==> src/rtl/rs_pkg.sv <==
package rs_pkg;
  parameter int unsigned RS_NUM = 4;

  // per-station strobes from control to datapath, one bit per station
  typedef struct packed {
    logic [RS_NUM-1:0] alloc;   // station written by issue this cycle
    logic [RS_NUM-1:0] sel;     // station presented for dispatch
    logic [RS_NUM-1:0] fire;    // presented station accepted
    logic [RS_NUM-1:0] freeVec; // station released by writeback
  } rsStrobes_t;
endpackage

==> src/rtl/rs_ctrl.sv <==
module rs_ctrl
  import rs_pkg::*;
(
  input  logic              clk,
  input  logic              rst_n,
  input  logic              issueValid,
  input  logic              dispReady,
  input  logic              wbValid,
  input  logic [RS_NUM-1:0] opsReady,
  input  logic [RS_NUM-1:0] wbMatch,
  output logic [RS_NUM-1:0] busyVec,
  output logic              issueReady,
  output logic              dispValid,
  output rsStrobes_t        strobes
);
  logic [RS_NUM-1:0] busyQ, sentQ, freeMask, readyMask;

  assign freeMask   = ~busyQ;
  assign readyMask  = busyQ & ~sentQ & opsReady;
  assign issueReady = |freeMask;
  assign dispValid  = |readyMask;
  assign busyVec    = busyQ;

  always_comb begin
    strobes.alloc   = issueValid ? (freeMask & (~freeMask + 1'b1)) : '0;
    strobes.sel     = readyMask & (~readyMask + 1'b1);
    strobes.fire    = dispReady ? strobes.sel : '0;
    strobes.freeVec = wbValid ? (busyQ & sentQ & wbMatch) : '0;
  end

  always_ff @(posedge clk) begin
    if (!rst_n) begin
      busyQ <= '0;
      sentQ <= '0;
    end else begin
      busyQ <= (busyQ & ~strobes.freeVec) | strobes.alloc;
      sentQ <= (sentQ | strobes.fire) & ~strobes.freeVec;
    end
  end


  alloc_free_chk: assert property (@(posedge clk) disable iff (!rst_n)
    (strobes.alloc & busyQ) == '0);

  sel_onehot_chk: assert property (@(posedge clk) disable iff (!rst_n)
    $onehot0(strobes.sel));

  sent_sticks_chk: assert property (@(posedge clk) disable iff (!rst_n)
    (|strobes.fire) |=> ((sentQ & $past(strobes.fire)) == $past(strobes.fire)));

  release_chk: assert property (@(posedge clk) disable iff (!rst_n)
    (|strobes.freeVec) |=> ((busyQ & $past(strobes.freeVec)) == '0));
endmodule

==> src/rtl/rs_datapath.sv <==
module rs_datapath
  import rs_pkg::*;
#(
  parameter int unsigned DataW = 16,
  parameter int unsigned TagW  = 4,
  parameter int unsigned OpW   = 4
) (
  input  logic              clk,
  input  logic              rst_n,
  input  rsStrobes_t        strobes,
  input  logic [RS_NUM-1:0] busyVec,
  input  logic [OpW-1:0]    issueOp,
  input  logic [TagW-1:0]   issueDst,
  input  logic [TagW-1:0]   issueTagA,
  input  logic [DataW-1:0]  issueValA,
  input  logic [TagW-1:0]   issueTagB,
  input  logic [DataW-1:0]  issueValB,
  input  logic              cdbValid,
  input  logic [TagW-1:0]   cdbTag,
  input  logic [DataW-1:0]  cdbData,
  input  logic [TagW-1:0]   wbTag,
  output logic [RS_NUM-1:0] opsReady,
  output logic [RS_NUM-1:0] wbMatch,
  output logic [OpW-1:0]    dispOp,
  output logic [TagW-1:0]   dispDst,
  output logic [DataW-1:0]  dispValA,
  output logic [DataW-1:0]  dispValB
);
  localparam logic [TagW-1:0] NoTag = '0;

  logic [OpW-1:0]   opQ   [RS_NUM];
  logic [TagW-1:0]  dstQ  [RS_NUM];
  logic [TagW-1:0]  tagAQ [RS_NUM];
  logic [TagW-1:0]  tagBQ [RS_NUM];
  logic [DataW-1:0] valAQ [RS_NUM];
  logic [DataW-1:0] valBQ [RS_NUM];

  logic cdbLive, hitA, hitB;
  assign cdbLive = cdbValid && (cdbTag != NoTag);
  assign hitA    = cdbLive && (issueTagA == cdbTag);
  assign hitB    = cdbLive && (issueTagB == cdbTag);

  for (genvar i = 0; i < RS_NUM; i++) begin : g_station
    always_ff @(posedge clk) begin
      if (!rst_n) begin
        opQ[i]   <= '0;
        dstQ[i]  <= '0;
        tagAQ[i] <= NoTag;
        tagBQ[i] <= NoTag;
        valAQ[i] <= '0;
        valBQ[i] <= '0;
      end else if (strobes.alloc[i]) begin
        opQ[i]  <= issueOp;
        dstQ[i] <= issueDst;
        if (issueTagA == NoTag) begin
          tagAQ[i] <= NoTag;  valAQ[i] <= issueValA;
        end else if (hitA) begin
          tagAQ[i] <= NoTag;  valAQ[i] <= cdbData;
        end else begin
          tagAQ[i] <= issueTagA;  valAQ[i] <= '0;
        end
        if (issueTagB == NoTag) begin
          tagBQ[i] <= NoTag;  valBQ[i] <= issueValB;
        end else if (hitB) begin
          tagBQ[i] <= NoTag;  valBQ[i] <= cdbData;
        end else begin
          tagBQ[i] <= issueTagB;  valBQ[i] <= '0;
        end
      end else if (busyVec[i]) begin
        if (cdbLive && tagAQ[i] == cdbTag) begin
          tagAQ[i] <= NoTag;  valAQ[i] <= cdbData;
        end
        if (cdbLive && tagBQ[i] == cdbTag) begin
          tagBQ[i] <= NoTag;  valBQ[i] <= cdbData;
        end
      end
    end

    assign opsReady[i] = (tagAQ[i] == NoTag) && (tagBQ[i] == NoTag);
    assign wbMatch[i]  = (dstQ[i] == wbTag);


    capture_chk: assert property (@(posedge clk) disable iff (!rst_n)
      (cdbLive && (busyVec[i] || strobes.alloc[i])) |=>
        (!busyVec[i] || (tagAQ[i] != $past(cdbTag) && tagBQ[i] != $past(cdbTag))));
  end

  always_comb begin
    dispOp   = '0;
    dispDst  = '0;
    dispValA = '0;
    dispValB = '0;
    for (int i = 0; i < RS_NUM; i++) begin
      if (strobes.sel[i]) begin
        dispOp   = dispOp   | opQ[i];
        dispDst  = dispDst  | dstQ[i];
        dispValA = dispValA | valAQ[i];
        dispValB = dispValB | valBQ[i];
      end
    end
  end


  ready_only_chk: assert property (@(posedge clk) disable iff (!rst_n)
    (strobes.sel & ~opsReady) == '0);
endmodule

==> src/rtl/rs_array.sv <==
module rs_array
  import rs_pkg::*;
#(
  parameter int unsigned DataW = 16,
  parameter int unsigned TagW  = 4,
  parameter int unsigned OpW   = 4
) (
  input  logic             clk,
  input  logic             rst_n,
  input  logic             issueValid,
  input  logic [OpW-1:0]   issueOp,
  input  logic [TagW-1:0]  issueDst,
  input  logic [TagW-1:0]  issueTagA,
  input  logic [DataW-1:0] issueValA,
  input  logic [TagW-1:0]  issueTagB,
  input  logic [DataW-1:0] issueValB,
  output logic             issueReady,
  input  logic             cdbValid,
  input  logic [TagW-1:0]  cdbTag,
  input  logic [DataW-1:0] cdbData,
  input  logic             dispReady,
  output logic             dispValid,
  output logic [OpW-1:0]   dispOp,
  output logic [TagW-1:0]  dispDst,
  output logic [DataW-1:0] dispValA,
  output logic [DataW-1:0] dispValB,
  input  logic             wbValid,
  input  logic [TagW-1:0]  wbTag
);
  rsStrobes_t        strobes;
  logic [RS_NUM-1:0] opsReady, wbMatch, busyVec;

  rs_ctrl u_ctrl (
    .clk, .rst_n, .issueValid, .dispReady, .wbValid,
    .opsReady, .wbMatch, .busyVec, .issueReady, .dispValid, .strobes
  );

  rs_datapath #(.DataW(DataW), .TagW(TagW), .OpW(OpW)) u_dp (
    .clk, .rst_n, .strobes, .busyVec,
    .issueOp, .issueDst, .issueTagA, .issueValA, .issueTagB, .issueValB,
    .cdbValid, .cdbTag, .cdbData, .wbTag,
    .opsReady, .wbMatch, .dispOp, .dispDst, .dispValA, .dispValB
  );
endmodule

==> config.mk <==
export PLATFORM = sky130hd
export DESIGN_NAME = rs_array
export DESIGN_NICKNAME = d
export VERILOG_FILES = /design/src/rtl/rs_pkg.sv /design/src/rtl/rs_ctrl.sv /design/src/rtl/rs_datapath.sv /design/src/rtl/rs_array.sv
export SDC_FILE = /design/constraint.sdc
export NUM_CORES = 1
export LEC_CHECK = 0
export BUFFER_PORTS_ARGS = -buffer_cell sky130_fd_sc_hd__buf_2
export CORE_MARGIN = 2
export CORE_UTILIZATION = 44
export CTS_CLUSTER_DIAMETER = 120
export DETAILED_ROUTE_END_ITERATION = 8
export GPL_TIMING_DRIVEN = 1
export MAX_ROUTING_LAYER = met4
export SYNTH_ARGS = -nofsm -noshare
export SYNTH_HDL_FRONTEND = slang
export SYNTH_HIERARCHICAL = 1
export SYNTH_SLANG_ARGS = --single-unit
==> constraint.sdc <==
create_clock -name clk -period 4.6 [get_ports clk]
set_clock_uncertainty 0.2 [all_clocks]
set_input_delay 0.46 -clock clk [delete_from_list [all_inputs] [get_ports clk]]
set_output_delay 0.46 -clock clk [all_outputs]
set_load 0.05 [all_outputs]
* After elaboration in Yosys (flattened, before gate mapping)
Memories as Yosys holds them, arrays and structs flattened. Index checks and enable logic that the tools add are counted.
Word-level totals: bits in registers 8, logic and storage cells 377, RAM bits 192, output and inout port bits 42, memories 6, input bits 78
Cells by class: mux-type cells 226, $add $sub $neg 2, reduce and logical (&&, ||, !) cells 28, bitwise logic cells 99, equality and inequality tests 14
Memories:
- u_dp.valAQ | depth 4, width 16, read ports 4, clocked after memory_dff 0, wr ports 4, RTL line rs_datapath.sv:35 | logic [DataW-1:0] valAQ [RS_NUM];
- u_dp.valBQ | depth 4, width 16, read ports 4, clocked after memory_dff 0, wr ports 4, RTL line rs_datapath.sv:36 | logic [DataW-1:0] valBQ [RS_NUM];
- u_dp.dstQ | depth 4, width 4, read ports 4, clocked after memory_dff 0, wr ports 4, RTL line rs_datapath.sv:32 | logic [TagW-1:0] dstQ [RS_NUM];
- u_dp.opQ | depth 4, width 4, read ports 4, clocked after memory_dff 0, wr ports 4, RTL line rs_datapath.sv:31 | logic [OpW-1:0] opQ [RS_NUM];
- u_dp.tagAQ | depth 4, width 4, read ports 4, clocked after memory_dff 0, wr ports 4, RTL line rs_datapath.sv:33 | logic [TagW-1:0] tagAQ [RS_NUM];
- u_dp.tagBQ | depth 4, width 4, read ports 4, clocked after memory_dff 0, wr ports 4, RTL line rs_datapath.sv:34 | logic [TagW-1:0] tagBQ [RS_NUM];
Operators with widths (count):
- $mux 16 | 40
- $mux 4 | 51
- $mux 1 | 135
- $or 16x16->16 | 6
- $or 1x1->1 | 72
- $eq 4x4->1 | 14
- $logic_not 4->1 | 10
- $and 4x4->4 | 8
- $or 4x4->4 | 8
- $not 4->4 | 5
- $logic_and 1x1->1 | 15
- $add 4x1->4 const B | 2
- $reduce_or 4->1 | 2
- $reduce_bool 4->1 | 1

* Depth between registers and ports, before layout
depth after elaboration 13, depth in mapped cells 9, gate-level depth less buffers 7

* Cells and area by module
The synthesis kept the hierarchy.
Modules (own cells, without submodules):
- rs_datapath | instances 1, sequential area each 5765.5 um^2, area an instance 10204.8 um^2, cells an instance 889
- rs_ctrl | instances 1, sequential area each 160.2 um^2, area an instance 445.4 um^2, cells an instance 53

* Least setup slack after synthesis
OpenSTA, ideal clock, no wires.
path kind flip-flop to output port, start point memory u_dp.tagAQ[3][0], end point output dispOp[1], data arrival time 2.161 ns, stages on the path, launching flop included 8, setup slack 1.779 ns, path buffers 1, required time 3.940 ns, cell sequence edfxtp_1 > or4_1 > nor2_1 > nand3b_1 > nor3_1 > buf_1 > a22oi_1 > nand2_1
RTL lines:
- start: declaration | RTL line rs_datapath.sv:33
- end: declaration | RTL line rs_array.sv:23 | output logic [OpW-1:0] dispOp,

==> results.toml <==
[outcome]
status = "completed"

[sta]
max_slew_margin_pct = 34.1
setup_viol = 0
holdWs_ps = 128
hold_violations = 0
finalCriticalPeriod_ps = 3960
final.period_utilization_pct = 86.2
setup_tns_ps = 0
fmax_ghz = 0.252
worstMarginPinSlew_ps = 988
rsz0062_at_grt = "no"
final_max_slew_viol_count = 0

[synthesis]
syn_nets = 1017
avgSynthCellArea_um2 = 11.3
synthCells = 939
yosys_warnings = 6
syn_area_um2 = 10600

[global_routing]
grt_pass1_wl_um = 49100
grt_max_degree = 62
overflow = 0
grt_pass1_vias = 8236
grt_usage_pct = 25.8
grt_antenna_before_repair = 0

[critical_path]
path_class = "reg -> out"
cp-start-kind = "flip-flop"
worstPathRequired_ps = 3940
crit_path_end_kind = "primary output"
worstPathArrival_ps = 3300
cp_max_fo = 40

[routing]
drc = 0
wl_per_cell_um = 23.5
viasPerCell = 6.14
drt_first_pass_iters = 5
drt_wl_total_um = 31600
vias = 8249
ant_nets = 0
drt_iter0_drc = 696

[placed_design]
placed_cell_area_um2 = 11500
place_congestion = 0.923
place_inst = 1311
port_buffers = 119
dpl.hpwl_um = 20200

[power_and_ir_drop]
leakage_nw = 4.87
p_int_w = 0.00295
combPwrFrac_pct = 8.2
ir_drop_uv = 206
power_switching_w = 0.00100
p_sw_share_pct = 25.4
clkPwrFrac_pct = 38.0
seqPwrFrac_pct = 53.8
p_per_area_nw_per_um2 = 327

[final_layout]
instances_no_fill = 1343
drive_gt1_share_pct = 19.1
antenna_cells = 0
fin_util_pct = 51.1
fin_area_um2 = 12100
finalNetCount = 1089
syn2layout_area_growth_pct = 13.4
layout_commonest_cell = "edfxtp_1"
final_cell_mix = "192 x edfxtp_1, 119 x buf_2, 97 x o21a_1"

[job]
cap_violations = 0

[floorplanning]
ios = 120
die_h_um = 159
initial_core_util_pct = 45.0
die_x_um = 159
core_area_um2 = 23600
row_count = 56
dieArea_um2 = 25400

[cts]
cts.sinks = 200
post_cts_buffers = 0
clockRootBuffer = "clkbuf_16"
cts_inserted_buffers = 17
hold_buffers = 0
cts_tree = "done"
clkLatencyLatePin_ps = 430
cts_resized = 0
cts_max_path_buffers = 2
path_clk_slew_ps = 70
htreeDepth = 4

[min_path]
min_path_type = "in -> reg"
power by group through the flow:
stage	clock (W)	combinational, W	sequential, W
2_1_floorplan	0	0.000190	0.00215
3_3_place_gp	0	0.000321	0.00216
3_5_place_dp	0	0.000324	0.00216
4_1_cts	0.00152	0.000325	0.00212
5_1_grt	0.00159	0.000352	0.00213
6_report	0.00150	0.000326	0.00212
stage by stage:
stage,total power (W),worst slack (ps)
finish,0.00395,636
detailed placement,0.00249,1120
floorplan,0.00234,1780
global route,0.00407,469
CTS,0.00397,666
global placement,0.00248,1150
routing by layer:
metal  wire (um)  share of wire, %  vias up  global-route usage (%)
met5           0                 0        -                       -
met4         964               3.1        0                    10.5
met3        1810               5.7       66                    3.57
met2       14900                47      307                    39.3
met1       13900                44     4109                    34.9
li1            -                 -     3767                       -
sequential cells by signal (all words and copies together), names as in the netlist:
| register | flops |
|---|---|
| u_dp/valAQ | 64 |
| u_dp/valBQ | 64 |
| u_dp/dstQ | 16 |
| u_dp/opQ | 16 |
| u_dp/tagAQ | 16 |
| u_dp/tagBQ | 16 |
| u_ctrl/busyVec | 4 |
| u_ctrl/sentQ | 4 |
worst max-delay path, cell delays in order, from the launching register on:
cell and delay, ps:
edfxtp_1 450, or4_1 540, nor2_1 130, and3b_2 230
and3_2 860, a22oi_1 200, nand2_1 170, buf_2 280
final timing paths:
kind | start | endpoint | slack (ps) | depth (start not counted)
min reg2reg | u_ctrl/sentQ[2] | u_ctrl/sentQ[2] | 300 | 1
min | issueValid | u_ctrl/busyVec[0] | 130 | 3
max | u_dp/tagAQ[2][0] | dispValB[2] | 640 | 7
max reg2reg | u_ctrl/busyVec[0] | u_dp/valAQ[0][4] | 1480 | 6
cell type report:
type | count | area, um2
fillers | 2160 | 11600
flip-flops and latches | 200 | 5930
multi-input cells | 640 | 4330
repair buffers | 145 | 791
clock buffers | 17 | 425
well taps | 319 | 399
clock inverters | 15 | 160
inverters | 7 | 26.3
Note: power is estimated with default switching activity, not from simulation.
